===== src/rtl/l2c_pwr_pkg.sv =====
package l2c_pwr_pkg;

    typedef enum logic [2:0] {
        ST_IDLE,
        ST_CLAMP,
        ST_UNCLAMP,
        ST_ARRAYS,
        ST_CLOCK,
        ST_RELEASE
    } l2c_state_e;

    typedef enum logic [2:0] {
        ACT_NONE,
        ACT_ENTRY,
        ACT_UNCLAMP,
        ACT_ARRAYS,
        ACT_CLOCK,
        ACT_RELEASE,
        ACT_HANDOFF
    } l2c_act_e;

    localparam int CTL_W        = 32;
    localparam int B_L2_ARR_HS  = 0;
    localparam int B_SCU_ARR_HS = 1;
    localparam int B_HS_CLAMP   = 8;
    localparam int B_HS_EN      = 9;
    localparam int B_HS_RST     = 10;
    localparam int B_SYS_RST    = 12;
    localparam int B_SCU_CLAMP  = 14;
    localparam int B_L2_CLAMP   = 15;
    localparam int B_CNT_LO     = 16;
    localparam int CNT_W        = 12;
    localparam int B_PMIC_ON    = 28;

    localparam int CLK_B_EN     = 0;
    localparam int CLK_B_HW     = 1;

endpackage


===== src/rtl/l2c_wait_timer.sv =====
module l2c_wait_timer #(
    parameter int W = 8
) (
    input  logic         clk,
    input  logic         rst,
    input  logic         load_i,
    input  logic [W-1:0] load_val_i,
    output logic         expired_o
);
    logic [W-1:0] cnt_q;

    always_ff @(posedge clk) begin
        if (rst) begin
            cnt_q <= '0;
        end else if (load_i) begin
            cnt_q <= load_val_i;
        end else if (cnt_q != '0) begin
            cnt_q <= cnt_q - 1'b1;
        end
    end

    assign expired_o = (cnt_q == '0);

    // waits: the count falls by exactly one per cycle unless reloaded
    p_count_step_r3: assert property (@(posedge clk) disable iff (rst)
        (!load_i && cnt_q != '0) |=> (cnt_q == $past(cnt_q) - 1'b1));

endmodule


===== src/rtl/l2c_seq_fsm.sv =====
module l2c_seq_fsm
    import l2c_pwr_pkg::*;
#(
    parameter int TMR_W      = 8,
    parameter int WAIT_SHORT = 2,
    parameter int WAIT_LONG  = 54
) (
    input  logic             clk,
    input  logic             rst,
    input  logic             start_i,
    input  logic             hs_status_i,
    input  logic             expired_i,
    output logic             load_o,
    output logic [TMR_W-1:0] load_val_o,
    output l2c_act_e         act_o,
    output logic             busy_o,
    output logic             done_o,
    output logic             skipped_o
);
    localparam logic [TMR_W-1:0] SHORT_RELOAD = TMR_W'(WAIT_SHORT - 1);
    localparam logic [TMR_W-1:0] LONG_RELOAD  = TMR_W'(WAIT_LONG - 1);

    l2c_state_e state_q, state_d;
    logic       skip_evt;
    logic       done_q, skipped_q;

    // state register
    always_ff @(posedge clk) begin
        if (rst) begin
            state_q <= ST_IDLE;
        end else begin
            state_q <= state_d;
        end
    end

    // next state, step action and timer load
    always_comb begin
        state_d    = state_q;
        act_o      = ACT_NONE;
        load_o     = 1'b0;
        load_val_o = SHORT_RELOAD;
        skip_evt   = 1'b0;
        unique case (state_q)
            ST_IDLE: begin
                if (start_i) begin
                    if (hs_status_i) begin
                        skip_evt = 1'b1;
                    end else begin
                        state_d = ST_CLAMP;
                        act_o   = ACT_ENTRY;
                        load_o  = 1'b1;
                    end
                end
            end
            ST_CLAMP: begin
                if (expired_i) begin
                    state_d = ST_UNCLAMP;
                    act_o   = ACT_UNCLAMP;
                end
            end
            ST_UNCLAMP: begin
                state_d = ST_ARRAYS;
                act_o   = ACT_ARRAYS;
                load_o  = 1'b1;
            end
            ST_ARRAYS: begin
                if (expired_i) begin
                    state_d = ST_CLOCK;
                    act_o   = ACT_CLOCK;
                    load_o  = 1'b1;
                end
            end
            ST_CLOCK: begin
                if (expired_i) begin
                    state_d    = ST_RELEASE;
                    act_o      = ACT_RELEASE;
                    load_o     = 1'b1;
                    load_val_o = LONG_RELOAD;
                end
            end
            ST_RELEASE: begin
                if (expired_i) begin
                    state_d = ST_IDLE;
                    act_o   = ACT_HANDOFF;
                end
            end
            default: state_d = ST_IDLE;
        endcase
    end

    // completion flags
    always_ff @(posedge clk) begin
        if (rst) begin
            done_q    <= 1'b0;
            skipped_q <= 1'b0;
        end else begin
            done_q <= skip_evt || (act_o == ACT_HANDOFF);
            if (skip_evt) begin
                skipped_q <= 1'b1;
            end else if (act_o == ACT_ENTRY) begin
                skipped_q <= 1'b0;
            end
        end
    end

    assign busy_o    = (state_q != ST_IDLE);
    assign done_o    = done_q;
    assign skipped_o = skipped_q;

    // done never lasts two cycles
    p_done_single_r9: assert property (@(posedge clk) disable iff (rst)
        done_q |=> !done_q);

    // the unclamp state lasts exactly one cycle
    p_unclamp_one_cycle_r4: assert property (@(posedge clk) disable iff (rst)
        (state_q == ST_UNCLAMP) |=> (state_q == ST_ARRAYS));

    // a busy machine never returns to the entry step
    p_busy_no_reentry_r8: assert property (@(posedge clk) disable iff (rst)
        (state_q != ST_IDLE && state_q != ST_RELEASE) |=> (state_q != ST_IDLE));

endmodule


===== src/rtl/l2c_ctl_regs.sv =====
module l2c_ctl_regs
    import l2c_pwr_pkg::*;
#(
    parameter int HS_COUNT = 16
) (
    input  logic             clk,
    input  logic             rst,
    input  l2c_act_e         act_i,
    output logic [CTL_W-1:0] l2_ctl_o,
    output logic             dbg_ovr_o,
    output logic [1:0]       clk_branch_o
);
    localparam logic [CNT_W-1:0] CNT_VAL = CNT_W'(HS_COUNT);
    localparam logic [CTL_W-1:0] USED_MASK =
        (CTL_W'(1) << B_L2_ARR_HS) | (CTL_W'(1) << B_SCU_ARR_HS) |
        (CTL_W'(1) << B_HS_CLAMP)  | (CTL_W'(1) << B_HS_EN) |
        (CTL_W'(1) << B_HS_RST)    | (CTL_W'(1) << B_SYS_RST) |
        (CTL_W'(1) << B_SCU_CLAMP) | (CTL_W'(1) << B_L2_CLAMP) |
        (CTL_W'({CNT_W{1'b1}}) << B_CNT_LO) | (CTL_W'(1) << B_PMIC_ON);

    logic [CTL_W-1:0] ctl_q;
    logic             ovr_q;
    logic [1:0]       cbr_q;

    always_ff @(posedge clk) begin
        if (rst) begin
            ctl_q <= '0;
            ovr_q <= 1'b0;
            cbr_q <= 2'b00;
        end else begin
            unique case (act_i)
                ACT_ENTRY: begin
                    ctl_q                            <= '0;
                    ctl_q[B_HS_CLAMP]                <= 1'b1;
                    ctl_q[B_HS_EN]                   <= 1'b1;
                    ctl_q[B_HS_RST]                  <= 1'b1;
                    ctl_q[B_SYS_RST]                 <= 1'b1;
                    ctl_q[B_SCU_CLAMP]               <= 1'b1;
                    ctl_q[B_L2_CLAMP]                <= 1'b1;
                    ctl_q[B_CNT_LO +: CNT_W]         <= CNT_VAL;
                    ovr_q                            <= 1'b1;
                end
                ACT_UNCLAMP: begin
                    ctl_q[B_SCU_CLAMP] <= 1'b0;
                    ctl_q[B_L2_CLAMP]  <= 1'b0;
                end
                ACT_ARRAYS: begin
                    ctl_q[B_L2_ARR_HS]  <= 1'b1;
                    ctl_q[B_SCU_ARR_HS] <= 1'b1;
                end
                ACT_CLOCK: begin
                    ctl_q[B_HS_CLAMP] <= 1'b0;
                    cbr_q[CLK_B_EN]   <= 1'b1;
                    cbr_q[CLK_B_HW]   <= 1'b0;
                end
                ACT_RELEASE: begin
                    ctl_q[B_HS_RST]  <= 1'b0;
                    ctl_q[B_SYS_RST] <= 1'b0;
                    ovr_q            <= 1'b0;
                end
                ACT_HANDOFF: begin
                    ctl_q[B_PMIC_ON] <= 1'b1;
                    cbr_q[CLK_B_EN]  <= 1'b1;
                    cbr_q[CLK_B_HW]  <= 1'b1;
                end
                default: ;
            endcase
        end
    end

    assign l2_ctl_o     = ctl_q;
    assign dbg_ovr_o    = ovr_q;
    assign clk_branch_o = cbr_q;

    // bits outside the driven set stay low
    p_reserved_low_r10: assert property (@(posedge clk) disable iff (rst)
        (ctl_q & ~USED_MASK) == '0);

    // hardware clock control only ever appears with the clock enabled
    p_hw_needs_en_r7: assert property (@(posedge clk) disable iff (rst)
        cbr_q[CLK_B_HW] |-> cbr_q[CLK_B_EN]);

    // the debug override is never held without the system reset
    p_ovr_within_sysrst_r6: assert property (@(posedge clk) disable iff (rst)
        ovr_q |-> ctl_q[B_SYS_RST]);

endmodule


===== src/rtl/l2c_pwr_seq.sv =====
module l2c_pwr_seq
    import l2c_pwr_pkg::*;
#(
    parameter int CYC_PER_US = 125,
    parameter int HS_COUNT   = 16
) (
    input  logic        clk,
    input  logic        rst,
    input  logic        start_i,
    input  logic        hs_status_i,
    output logic        done_o,
    output logic        skipped_o,
    output logic [31:0] l2_ctl_o,
    output logic        dbg_rst_ovr_o,
    output logic [1:0]  clk_branch_o
);
    localparam int WAIT_SHORT = 2 * CYC_PER_US;
    localparam int WAIT_LONG  = 54 * CYC_PER_US;
    localparam int TMR_W      = $clog2(WAIT_LONG + 1);

    logic             tmr_load;
    logic [TMR_W-1:0] tmr_val;
    logic             tmr_expired;
    l2c_act_e         act;
    logic             busy;

    l2c_wait_timer #(.W(TMR_W)) u_timer (
        .clk        (clk),
        .rst        (rst),
        .load_i     (tmr_load),
        .load_val_i (tmr_val),
        .expired_o  (tmr_expired)
    );

    l2c_seq_fsm #(
        .TMR_W      (TMR_W),
        .WAIT_SHORT (WAIT_SHORT),
        .WAIT_LONG  (WAIT_LONG)
    ) u_fsm (
        .clk         (clk),
        .rst         (rst),
        .start_i     (start_i),
        .hs_status_i (hs_status_i),
        .expired_i   (tmr_expired),
        .load_o      (tmr_load),
        .load_val_o  (tmr_val),
        .act_o       (act),
        .busy_o      (busy),
        .done_o      (done_o),
        .skipped_o   (skipped_o)
    );

    l2c_ctl_regs #(.HS_COUNT(HS_COUNT)) u_regs (
        .clk          (clk),
        .rst          (rst),
        .act_i        (act),
        .l2_ctl_o     (l2_ctl_o),
        .dbg_ovr_o    (dbg_rst_ovr_o),
        .clk_branch_o (clk_branch_o)
    );

    // a skipped request reports done and skipped and touches no control
    p_skip_keeps_ctl_r2: assert property (@(posedge clk) disable iff (rst)
        (!busy && start_i && hs_status_i) |=>
            (done_o && skipped_o && $stable(l2_ctl_o) &&
             $stable(clk_branch_o) && $stable(dbg_rst_ovr_o)));

    // an accepted run begins with the override set and clamps applied
    p_entry_word_r3: assert property (@(posedge clk) disable iff (rst)
        (!busy && start_i && !hs_status_i) |=>
            (dbg_rst_ovr_o && l2_ctl_o[B_HS_CLAMP] && l2_ctl_o[B_L2_CLAMP] && !skipped_o));

endmodule


===== config.mk =====
export PLATFORM = sky130hd
export DESIGN_NAME = l2c_pwr_seq
export DESIGN_NICKNAME = d
export VERILOG_FILES = /design/src/rtl/l2c_pwr_pkg.sv /design/src/rtl/l2c_wait_timer.sv /design/src/rtl/l2c_seq_fsm.sv /design/src/rtl/l2c_ctl_regs.sv /design/src/rtl/l2c_pwr_seq.sv
export SDC_FILE = /design/constraint.sdc
export NUM_CORES = 1
export LEC_CHECK = 0
export CORE_ASPECT_RATIO = 0.75
export CORE_MARGIN = 3
export CORE_UTILIZATION = 30
export DETAILED_ROUTE_END_ITERATION = 10
export HOLD_SLACK_MARGIN = 0.02
export PLACE_DENSITY = 0.59
export SKIP_CTS_REPAIR_TIMING = 1
export SLEW_MARGIN = 20
export SYNTH_ARGS = -nofsm -noshare
export SYNTH_HDL_FRONTEND = slang
export SYNTH_HIERARCHICAL = 1
export SYNTH_SLANG_ARGS = --single-unit

===== constraint.sdc =====
create_clock -name clk -period 3 [get_ports clk]
set_clock_uncertainty 0.1 [all_clocks]
set_input_delay 0.6 -clock clk [delete_from_list [all_inputs] [get_ports clk]]
set_output_delay 0.6 -clock clk [all_outputs]
set_load 0.1 [all_outputs]

==> results summary <==
In the layout the commonest cells are conb_1, dfxtp_1, buf_4. The post-route minimum period is between 2 and 3 ns. The number of rows created at floorplan came out at 23.

The largest net degree at the start of global routing came out at 27. Cell internal power was estimated by the tool at just under 1 mW. Power spread over the standard cell area amounts to between 1000 and 1500 nW/um2. The clock transition at the registers of the reported paths came out at ~0.090 ns. After the first detailed-routing iteration, the DRC count stood at 56.

The wire length per cell came out at 10.87 um. The static power due to leakage is around 0.76 nW. The count of synthesis-stage warnings from yosys is 6. The area added between synthesis and finish came out at 7.603%. The worst endpoint data arrival time is between 2 and 3 ns.

The routed layout has ~1200 vias. The fraction of power consumed by the clock network is 0.157. The initial antenna violation count came out at 0. The remaining antenna violation count is 0.

For this configuration, the core starts out at a cell density of 0.3147. In this run the mean area of a mapped cell was approximately 8.4 um2. The max-cap check violation count came out at 0. Summing every instance area after synthesis gives approximately 1700 um2. The die area came out at 6657 um2.

The worst setup path is captured at a flop. The global-route wire length before repair is about 5100 um. The sink count of the clock tree is 26. The startpoint identified for the worst register-to-register timing path is u_timer/cnt_q[0]. TritonCTS created 3 clock buffers.

The DRC violation count after routing is 0. The count of buffers from port buffering came out at 18. In this run the horizontal extent of the chip is around 93 um. The flow ran to the end, and the final reports show no timing, DRC or antenna violations. The final critical-path share of the clock period came out at 0.9074.

Using the TritonRoute via totals, the vias-per-cell ratio works out to approximately 4.3. TritonCTS built the clock tree. The max-slew violation count came to 0. The peak ir drop on the vdd network came out at between 0.0003 and 0.0004 V. The minimum hold slack came out at 0.4053 ns. The length of the first detailed-routing pass in iterations came out at 4. The maximum clock rate came out at between 300 and 400 MHz.

The aggregate global-route resource usage is 0.09127. The worst-skew pair later-pin latency came out at 0.27 ns. Setup violations remaining at the end of the flow were counted as 0. The maximum buffer depth of the clock tree came out at 2. The aggregate negative setup slack is 0 ns. The placed wire-length estimate is around 2300 um. In the final design database the tool counted roughly 220 nets.

The switching fraction of total power is 0.4611. The worst hold path begins at u_regs/l2_ctl_o[28]. The worst setup path is launched from a flop. The core region area came out at ~5400 um2. The total length of routed wires came out at between 3000 and 4000 um. Of the total power, combinational logic draws 0.549. In this run the worst setup path begins at u_timer/cnt_q[0]. In this run the clock root is driven by a clkbuf_8. At the end of routability-driven placement, the weighted congestion stood at just over 0.8. CTS built an H-tree with a depth of 1. The path class of the tightest hold or removal check is reg -> reg. The hold violation total from the final report came out at 0.

For the worst setup path, the data required time is 3.06 ns. The antenna diode count came out at 0. Summed over all nets, the switching power comes to 0.8507 mW. After detailed placement, the total cell area comes to between 1500 and 2000 um2. The share of total power in sequential cells is 0.294.

By startpoint and endpoint, the worst setup path is classified as reg -> reg. The remaining global-route overflow came out at 0. The library cell used most frequently in the layout, excluding fill and tap cells, is conb_1. The worst-path maximum fanout came out at 6.

Synthesis produced a netlist whose cell count is between 200 and 250. The cell area after layout came out at between 1500 and 2000 um2. Setup repair after global routing left no endpoint under its margin. The proportion of layout cells with a drive suffix above 1 came out at 0.1869.

During I/O placement, the number of pins put on the boundary was 41. The number of global-route vias before repair came to 1092. The die height came out at between 70 and 80 um.
-- power groups by stage --
stage	Combinational, mW	Clock (mW)	Sequential [mW]
floorplan	0.805	0	0.606
global placement	1.01	0	0.548
detailed placement	1.01	0	0.549
CTS	1.01	0.304	0.542
global route	1.09	0.318	0.558
finish	1.01	0.290	0.542
-- metal layers --
layer	up-vias	part of all wire	track usage
li1	661	-	-
met4	0	0.0070	0.01951
met1	555	0.53	0.1308
met5	-	0	0
met3	2	0.028	0.01679
met2	17	0.43	0.1434
-- worst paths after layout --
path	to	slack (ns)	depth (start not counted)
max	u_regs/l2_ctl_o[0]	0.28	10
max reg2reg	u_regs/l2_ctl_o[0]	0.28	10
min reg2reg	u_regs/l2_ctl_o[28]	0.41	2
min	u_regs/l2_ctl_o[28]	0.41	2
-- state kept, by name, summed over array words and instances, names as in the netlist --
signal,count
u_fsm/done_o,1
u_fsm/skipped_o,1
u_fsm/state_q,3
u_regs/clk_branch_o,2
u_regs/l2_ctl_o,6
u_timer/cnt_q,13
-- per-stage QoR --
stage	std cells	worst slack (ns)	utilization	power, mW
after detailed placement	285	0.2823	0.3255	1.558
after global placement	285	0.2956	0.3255	1.555
final	289	0.2777	0.3386	1.845
after global routing	289	0.05752	0.3386	1.970
after floorplan	230	0.1115	-	1.411
after CTS	289	0.2558	0.3386	1.859
-- area by class of cell --
class	count	area (um2)
Clock buffer	3	41.29
Timing Repair Buffer	26	202.7
Multi-Input combinational cell	150	923.4
Fill cell	564	3597
Clock inverter	1	30.03
Sequential cell	26	520.5
Inverter	8	30.03
Tap cell	75	93.84
-- worst max-delay path: stages, from the launching register on --
cell and delay (ns):
dfxtp_1 0.33, inv_1 0.11, ha_1 0.17, or4b_2 0.65, nor4_2 0.29, nand2b_1 0.09, a211oi_1 0.26, buf_4 0.17
nor2b_2 0.17, mux2i_1 0.21, nor2_1 0.05
Note: power is estimated with default switching activity, not from simulation.
